$ cat src/rtl/tmr8_pkg.sv
package tmr8_pkg;
  typedef enum logic [1:0] {
    MODE_FREE = 2'd0,
    MODE_CLR  = 2'd1,
    MODE_PWM  = 2'd2,
    MODE_FREQ = 2'd3
  } tmr_mode_e;

  localparam logic [1:0] ADDR_CTRL = 2'd0;
  localparam logic [1:0] ADDR_CNT  = 2'd1;
  localparam logic [1:0] ADDR_CMP  = 2'd2;
  localparam logic [1:0] ADDR_IRQ  = 2'd3;

  localparam int BIT_OVF    = 0;
  localparam int BIT_CMP    = 1;
  localparam int BIT_EN_OVF = 4;
  localparam int BIT_EN_CMP = 5;

  localparam logic [2:0] SEL_EXT_FALL = 3'd5;
  localparam logic [2:0] SEL_EXT_RISE = 3'd6;
endpackage

$ cat src/rtl/tmr8_tick.sv
module tmr8_tick import tmr8_pkg::*; #(
  parameter int N_TAPS = 4,
  parameter int SYNC   = 2
) (
  input  logic              clk,
  input  logic              rst,
  input  logic [2:0]        sel_i,
  input  logic [N_TAPS-1:0] tap_i,
  input  logic              ext_pin_i,
  output logic              tick_o
);
  logic [SYNC-1:0] sync_q;
  logic            prev_q;
  logic            rise, fall;

  always_ff @(posedge clk) begin
    if (rst) begin
      sync_q <= '0;
      prev_q <= 1'b0;
    end else begin
      sync_q <= {sync_q[SYNC-2:0], ext_pin_i};
      prev_q <= sync_q[SYNC-1];
    end
  end

  assign rise = sync_q[SYNC-1] & ~prev_q;
  assign fall = ~sync_q[SYNC-1] & prev_q;

  always_comb begin
    tick_o = 1'b0;
    for (int i = 0; i < N_TAPS; i++)
      if (sel_i == 3'(i + 1)) tick_o = tap_i[i];
    if (sel_i == SEL_EXT_FALL) tick_o = fall;
    if (sel_i == SEL_EXT_RISE) tick_o = rise;
  end

  // a pin edge yields a single one-cycle pulse
  p_one_rise_r3: assert property (@(posedge clk) disable iff (rst) rise |=> !rise);
  p_one_fall_r3: assert property (@(posedge clk) disable iff (rst) fall |=> !fall);
endmodule

$ cat src/rtl/tmr8_count.sv
module tmr8_count import tmr8_pkg::*; #(
  parameter int W = 8
) (
  input  logic         clk,
  input  logic         rst,
  input  logic         tick_i,
  input  tmr_mode_e    mode_i,
  input  logic         cnt_wr_i,
  input  logic         cmp_wr_i,
  input  logic [W-1:0] wdata_i,
  output logic [W-1:0] cnt_o,
  output logic [W-1:0] cmp_buf_o,
  output logic         match_o,
  output logic         ovf_o,
  output logic         up_o
);
  localparam logic [W-1:0] TOP = {W{1'b1}};
  localparam logic [W-1:0] BOT = '0;

  logic [W-1:0] cnt_q, act_q, buf_q;
  logic         up_q, blk_q;
  logic         at_top, at_bot, hit, pwm;

  assign pwm    = (mode_i == MODE_PWM);
  assign at_top = (cnt_q == TOP);
  assign at_bot = (cnt_q == BOT);
  assign hit    = (cnt_q == act_q) && !blk_q;

  assign match_o   = tick_i && hit;
  assign ovf_o     = tick_i && (pwm ? (!up_q && at_bot) : at_top);
  assign cnt_o     = cnt_q;
  assign cmp_buf_o = buf_q;
  assign up_o      = up_q;

  always_ff @(posedge clk) begin
    if (rst) begin
      cnt_q <= '0;
      act_q <= '0;
      buf_q <= '0;
      up_q  <= 1'b1;
      blk_q <= 1'b0;
    end else begin
      if (cmp_wr_i) buf_q <= wdata_i;
      if (!pwm) begin
        act_q <= cmp_wr_i ? wdata_i : buf_q;
        up_q  <= 1'b1;
      end
      if (cnt_wr_i) begin
        cnt_q <= wdata_i;
        blk_q <= 1'b1;
      end else if (tick_i) begin
        blk_q <= 1'b0;
        unique case (mode_i)
          MODE_FREE: cnt_q <= cnt_q + 1'b1;
          MODE_CLR, MODE_FREQ: cnt_q <= hit ? BOT : cnt_q + 1'b1;
          MODE_PWM: begin
            if (up_q) begin
              if (at_top) begin
                cnt_q <= TOP - 1'b1;
                up_q  <= 1'b0;
                act_q <= buf_q;
              end else begin
                cnt_q <= cnt_q + 1'b1;
              end
            end else begin
              if (at_bot) begin
                cnt_q <= BOT + 1'b1;
                up_q  <= 1'b1;
              end else begin
                cnt_q <= cnt_q - 1'b1;
              end
            end
          end
          default: cnt_q <= cnt_q;
        endcase
      end
    end
  end

  // no tick and no write, counter holds
  p_hold_r2: assert property (@(posedge clk) disable iff (rst)
    (!tick_i && !cnt_wr_i) |=> $stable(cnt_q));
  // free-running wrap
  p_wrap_r4: assert property (@(posedge clk) disable iff (rst)
    (mode_i == MODE_FREE && tick_i && at_top && !cnt_wr_i) |=> (cnt_q == BOT));
  // clear on hit
  p_clear_r5: assert property (@(posedge clk) disable iff (rst)
    ((mode_i == MODE_CLR || mode_i == MODE_FREQ) && match_o && !cnt_wr_i) |=> (cnt_q == BOT));
  // turnaround at top and bottom
  p_turn_top_r7: assert property (@(posedge clk) disable iff (rst)
    (pwm && tick_i && up_q && at_top && !cnt_wr_i) |=> (cnt_q == TOP - 1'b1 && !up_q));
  p_turn_bot_r7: assert property (@(posedge clk) disable iff (rst)
    (pwm && tick_i && !up_q && at_bot && !cnt_wr_i) |=> (cnt_q == BOT + 1'b1 && up_q));
  // active compare only moves at the top tick
  p_buf_r8: assert property (@(posedge clk) disable iff (rst)
    (pwm && !(tick_i && up_q && at_top)) |=> $stable(act_q));
endmodule

$ cat src/rtl/tmr8_wave.sv
module tmr8_wave import tmr8_pkg::*; (
  input  logic      clk,
  input  logic      rst,
  input  tmr_mode_e mode_i,
  input  logic      match_i,
  input  logic      up_i,
  output logic      wave_o
);
  logic wave_q;

  always_ff @(posedge clk) begin
    if (rst) begin
      wave_q <= 1'b0;
    end else if (match_i) begin
      if (mode_i == MODE_FREQ)     wave_q <= ~wave_q;
      else if (mode_i == MODE_PWM) wave_q <= ~up_i;
    end
  end

  assign wave_o = wave_q;

  // pin quiet outside waveform modes
  p_quiet_r6: assert property (@(posedge clk) disable iff (rst)
    (mode_i == MODE_FREE || mode_i == MODE_CLR) |=> $stable(wave_q));
  // up-count hit clears, down-count hit sets
  p_pwm_up_r8: assert property (@(posedge clk) disable iff (rst)
    (mode_i == MODE_PWM && match_i && up_i) |=> !wave_q);
  p_pwm_dn_r8: assert property (@(posedge clk) disable iff (rst)
    (mode_i == MODE_PWM && match_i && !up_i) |=> wave_q);
endmodule

$ cat src/rtl/tmr8_unit.sv
module tmr8_unit import tmr8_pkg::*; #(
  parameter int W      = 8,
  parameter int N_TAPS = 4,
  parameter int SYNC   = 2
) (
  input  logic              clk,
  input  logic              rst,
  input  logic              bus_wr,
  input  logic [1:0]        bus_addr,
  input  logic [W-1:0]      bus_wdata,
  output logic [W-1:0]      bus_rdata,
  input  logic [N_TAPS-1:0] tap_i,
  input  logic              ext_pin,
  output logic              wave_o,
  output logic              irq_ovf,
  output logic              irq_cmp
);
  tmr_mode_e    mode_q;
  logic [2:0]   sel_q;
  logic         ovf_f, cmp_f, en_ovf, en_cmp;
  logic [W-1:0] rdata_q, irq_rd, ctrl_rd;
  logic [W-1:0] cnt, cmp_buf;
  logic         tick, match_ev, ovf_ev, up;
  logic         wr_ctrl, wr_cnt, wr_cmp, wr_irq;

  assign wr_ctrl = bus_wr && (bus_addr == ADDR_CTRL);
  assign wr_cnt  = bus_wr && (bus_addr == ADDR_CNT);
  assign wr_cmp  = bus_wr && (bus_addr == ADDR_CMP);
  assign wr_irq  = bus_wr && (bus_addr == ADDR_IRQ);

  tmr8_tick #(.N_TAPS(N_TAPS), .SYNC(SYNC)) u_tick (
    .clk(clk), .rst(rst), .sel_i(sel_q), .tap_i(tap_i),
    .ext_pin_i(ext_pin), .tick_o(tick)
  );

  tmr8_count #(.W(W)) u_count (
    .clk(clk), .rst(rst), .tick_i(tick), .mode_i(mode_q),
    .cnt_wr_i(wr_cnt), .cmp_wr_i(wr_cmp), .wdata_i(bus_wdata),
    .cnt_o(cnt), .cmp_buf_o(cmp_buf), .match_o(match_ev),
    .ovf_o(ovf_ev), .up_o(up)
  );

  tmr8_wave u_wave (
    .clk(clk), .rst(rst), .mode_i(mode_q), .match_i(match_ev),
    .up_i(up), .wave_o(wave_o)
  );

  always_ff @(posedge clk) begin
    if (rst) begin
      mode_q  <= MODE_FREE;
      sel_q   <= '0;
      ovf_f   <= 1'b0;
      cmp_f   <= 1'b0;
      en_ovf  <= 1'b0;
      en_cmp  <= 1'b0;
      rdata_q <= '0;
    end else begin
      if (wr_ctrl) begin
        mode_q <= tmr_mode_e'(bus_wdata[1:0]);
        sel_q  <= bus_wdata[4:2];
      end
      if (wr_irq) begin
        en_ovf <= bus_wdata[BIT_EN_OVF];
        en_cmp <= bus_wdata[BIT_EN_CMP];
      end
      ovf_f <= ovf_ev   | (ovf_f & ~(wr_irq & bus_wdata[BIT_OVF]));
      cmp_f <= match_ev | (cmp_f & ~(wr_irq & bus_wdata[BIT_CMP]));
      unique case (bus_addr)
        ADDR_CTRL: rdata_q <= ctrl_rd;
        ADDR_CNT:  rdata_q <= cnt;
        ADDR_CMP:  rdata_q <= cmp_buf;
        default:   rdata_q <= irq_rd;
      endcase
    end
  end

  always_comb begin
    ctrl_rd      = '0;
    ctrl_rd[1:0] = mode_q;
    ctrl_rd[4:2] = sel_q;
    irq_rd             = '0;
    irq_rd[BIT_OVF]    = ovf_f;
    irq_rd[BIT_CMP]    = cmp_f;
    irq_rd[BIT_EN_OVF] = en_ovf;
    irq_rd[BIT_EN_CMP] = en_cmp;
  end

  assign bus_rdata = rdata_q;
  assign irq_ovf   = ovf_f & en_ovf;
  assign irq_cmp   = cmp_f & en_cmp;

  // clear-by-one without a new event leaves the flag low
  p_ovf_clear_r9: assert property (@(posedge clk) disable iff (rst)
    (wr_irq && bus_wdata[BIT_OVF] && !ovf_ev) |=> !ovf_f);
  p_cmp_clear_r9: assert property (@(posedge clk) disable iff (rst)
    (wr_irq && bus_wdata[BIT_CMP] && !match_ev) |=> !cmp_f);
  // an overflow event always lands in the flag
  p_ovf_set_r4: assert property (@(posedge clk) disable iff (rst) ovf_ev |=> ovf_f);
  // a match event always lands in the flag
  p_cmp_set_r5: assert property (@(posedge clk) disable iff (rst) match_ev |=> cmp_f);
endmodule

$ cat config.mk
export PLATFORM = sky130hd
export DESIGN_NAME = tmr8_unit
export DESIGN_NICKNAME = d
export VERILOG_FILES = /design/src/rtl/tmr8_pkg.sv /design/src/rtl/tmr8_tick.sv /design/src/rtl/tmr8_count.sv /design/src/rtl/tmr8_wave.sv /design/src/rtl/tmr8_unit.sv
export SDC_FILE = /design/constraint.sdc
export NUM_CORES = 1
export LEC_CHECK = 0
export ABC_AREA = 1
export ABC_CLOCK_PERIOD_IN_PS = 1500
export BUFFER_PORTS_ARGS = -buffer_cell sky130_fd_sc_hd__buf_2
export CAP_MARGIN = 10
export CORE_MARGIN = 2
export CORE_UTILIZATION = 50
export DETAILED_ROUTE_END_ITERATION = 16
export HOLD_SLACK_MARGIN = 0.05
export PLACE_DENSITY = 0.72
export SYNTH_ARGS = -nofsm -noshare
export SYNTH_HDL_FRONTEND = slang
export SYNTH_SLANG_ARGS = --single-unit
$ cat constraint.sdc
create_clock -name clk -period 1.5 [get_ports clk]
set_input_delay 0 -clock clk [delete_from_list [all_inputs] [get_ports clk]]
set_output_delay 0 -clock clk [all_outputs]
set_load 0.02 [all_outputs]
==> impl_metrics.ini <==
[synth]
synth-compound-area-share = 0.153
yosys.area.top_type = dfxtp_1
seq_area_frac_synth = 0.329
async_flop_share = 0
synth_seq_cells = 47
synth_fa_ha_area_frac = 0.0131
synthTopCellsByCount = nand2_1 (104), inv_1 (64), dfxtp_1 (47), nand3_1 (47), nor2_1 (32)
synth-main-ff-cell = dfxtp_1
ys_types = 31
synth_edf_count = 0
synth_cells = 434
synth_nets = 455
synth_top_family_by_area = simple AND/OR/NAND/NOR gates
synth_mux_area_frac = 0
synth_top_area_share = 0.329
synth-simple-area-share = 0.352
syn-cell-area_um2 = 2860
synth_xor_area_frac = 0.0276
ys_top_cells_by_area = dfxtp_1 (33%), nand2_1 (14%), inv_1 (8.4%), nand3_1 (8.2%), a21oi_1 (4.5%)
yosysWarnings = 0
syn_avg_cell_area_um2 = 6.59
synth.most_common_cell = nand2_1

[placed_design]
dpl.hpwl_um = 6200
globalplace.congestion = 0.966
dp_cells = 557
port_buffers = 28
pre_cts_ws_ns = -0.215
place_area_um2 = 3310

[global_route]
grt_pass1_vias = 3045
grt_pass1_wl_um = 14500
grt_max_degree = 25
busiest_layer = met2
overflow = 0
grtUsageTotal = 0.299
grtUsageMet1 = 0.386
grt_antenna_before_repair = 0
use_met2 = 0.493
met3_usage = 0.0396

[min_path]
whs_path_depth = 5
hp-class = input pin to flip-flop

[worst_setup_path]
critPathSlowestCell = dfxtp_4
cp_num_buf_inv = 1
start_kind = flip-flop
cp-end-kind = flip-flop
crit_fanout = 8
path_delay_family = simple AND/OR/NAND/NOR gates
cp.required_ns = 1.69
critical_path.max_stage_delay_ns = 0.38
path_cells = buf_6 > nand2_1 > nand2_1 > nor2_2 > nand2_2 > nor2_4 > nand3_4 > nand2_2 > nand2_1 > a21oi_2 > nor2_1
worst_r2r_path_depth = 11
crit_top_cell = nand2_1
crit_type = flip-flop to flip-flop
cp.depth = 11
arrival_ns = 1.81

[timing]
finalHoldViolations = 0
worst_pin_slew_ns = 0.481
rsz0062_at_grt = true
max-slew-margin-rel = 0.678
whs_ns = 0.0779
fin_skew_ns = 0.0111
fin_crit_ns = 1.62
setup_slack_ns = -0.123
drv_slew = 0
final.setup.tns_ns = -0.906
fmax_mhz = 616
setup_viol = 17
fin_crit_sh = 1.08

[finish]
syn2layout_area_growth_pct = 34.5
stdcell_count = 588
register_area_um2 = 961
multi_input_area_um2 = 1730
drive_gt1_frac = 0.341
post-route-cell-area_um2 = 3850
utilization = 0.699
num-nets-final = 536
n_antenna_cell = 0
nFillCells = 444

[routing]
detail_route.wl_per_cell_um = 15.3
drtPass1Iterations = 5
drt_first_iter_violations = 322
ant_nets = 0
route.detailed.drc = 0
post_drt_via_cell_ratio = 5.33
routed_wl_um = 9020
vias = 3132

[clocking]
cts_buffer_depth = 2
numCtsBuffers = 5
clk_pin_slew_ns = 0.09
htreeDepth = 2
cts_tree = done
cts-root-buf = clkbuf_8
clkSinkCount = 47
clk-insertion-delay-late_ns = 0.31

[die]
placementRows = 27
fp.dieW_um = 79.6
initial_core_util = 0.519
die_h_um = 79.6
ios = 29
core_um2 = 5510
dieArea_um2 = 6340

[pwr]
ir_worst_vdd_mv = 0.673
leakagePower_nw = 1.86
power.total_mw = 2.87
powerDensity_nw_per_um2 = 746

[run_status]
status = complete, but fails checks
violations = negative setup slack

[flow_run]
cap_violations = 0
[report_power, final]
group / switching [mW] / internal, mW / leakage [nW] / total, mW
registers: 0.0487 / 1.30 / 0.388 / 1.35
logic: 0.415 / 0.286 / 1.43 / 0.701
clock network: 0.440 / 0.378 / 0.0484 / 0.819
total: 0.904 / 1.97 / 1.86 / 2.87
[path summary, 6_finish.rpt]
check,start,slack (ns),end
worst min register to register,u_tick.sync_q[0],0.41,u_tick.sync_q[1]
worst min-delay path,bus_wdata[7],0.08,u_count.cnt_o[7]
worst max-delay path,u_count.cnt_o[1],-0.12,u_count.cnt_o[0]
worst max register to register,u_count.cnt_o[1],-0.12,u_count.cnt_o[0]
[repair_timing]
| action | 4_1_cts | 5_1_grt |
|---|---|---|
| pin swaps | 13 | 10 |
| setup buffers | 5 | 8 |
| cloned | 1 | 0 |
| hold endpoints to repair | 10 | 0 |
| hold buffers | 9 | 0 |
| resized for setup | 42 | 23 |
| endpoints found under the setup margin | 20 | 20 |
[sequential cells by signal (all words and copies together), names as in the netlist]
name               count
bus_rdata              8
u_count.act_q          8
u_count.cmp_buf_o      8
u_count.cnt_o          8
sel_q                  3
mode_q                 2
u_tick.sync_q          2
cmp_f                  1
en_cmp                 1
en_ovf                 1
ovf_f                  1
u_count.blk_q          1
u_count.up_o           1
u_tick.prev_q          1
u_wave.wave_o          1
[tightest hold or removal path, cell delays in order]
cell and delay, ns:
buf_2 0.10, inv_1 0.07, o21ai_1 0.07, inv_1 0.06
a21oi_2 0.05
[cells in the final DEF, fill, tap and decap left out, types with 2 or more instances in the layout]
cell           synthesis  layout
nand3_4                2       2
xor2_1                 7       7
nand3_1               47      36
nor3_1                 3       2
ha_4                   0       2
dfxtp_1               47      35
nor2_1                32      28
dlygate4sd3_1          0       9
clkbuf_8               0       6
nand2_4                2       2
o21ai_0               18      17
o21ai_1               16      16
o221ai_1               3       3
a21oi_1               26      21
dfxtp_2                0      10
buf_6                  2       2
nor2_2                 6       7
nor2_8                 2       2
inv_1                 64      60
xnor2_1                2       2
nand3_2                1      12
nor2_4                 5       8
buf_12                 0       4
o211ai_1               5       5
buf_4                  3      44
inv_2                  7      11
dfxtp_4                0       2
nand2_1              104      94
nand2_2                6      15
a21oi_2                6      11
o22ai_1                2       2
buf_2                  6      29
[routing by layer]
metal	vias to the layer above	routed length (um)
li1	1534	-
met1	1420	3800
met2	150	4400
met3	28	505
met4	0	311
met5	-	0
[cell type report]
| type | count | area share |
|---|---|---|
| inverter | 72 | 0.0709 |
| timing repair buffer | 89 | 0.181 |
| clock inverter | 1 | 0.00228 |
| tap | 72 | 0.0234 |
| multi-input combinational | 300 | 0.450 |
| sequential | 47 | 0.250 |
| clock buffer | 7 | 0.0224 |
[cell families (layout without fill, tap and decap cells)]
| kind of cell | Yosys count | count (layout) |
|---|---|---|
| simple gates | 211 | 211 |
| buf+inv | 87 | 169 |
| compound gates | 77 | 77 |
| flops | 47 | 47 |
| xor+xnor | 9 | 9 |
| fa+ha+maj | 3 | 3 |
Power figures use the tool's default switching activity.
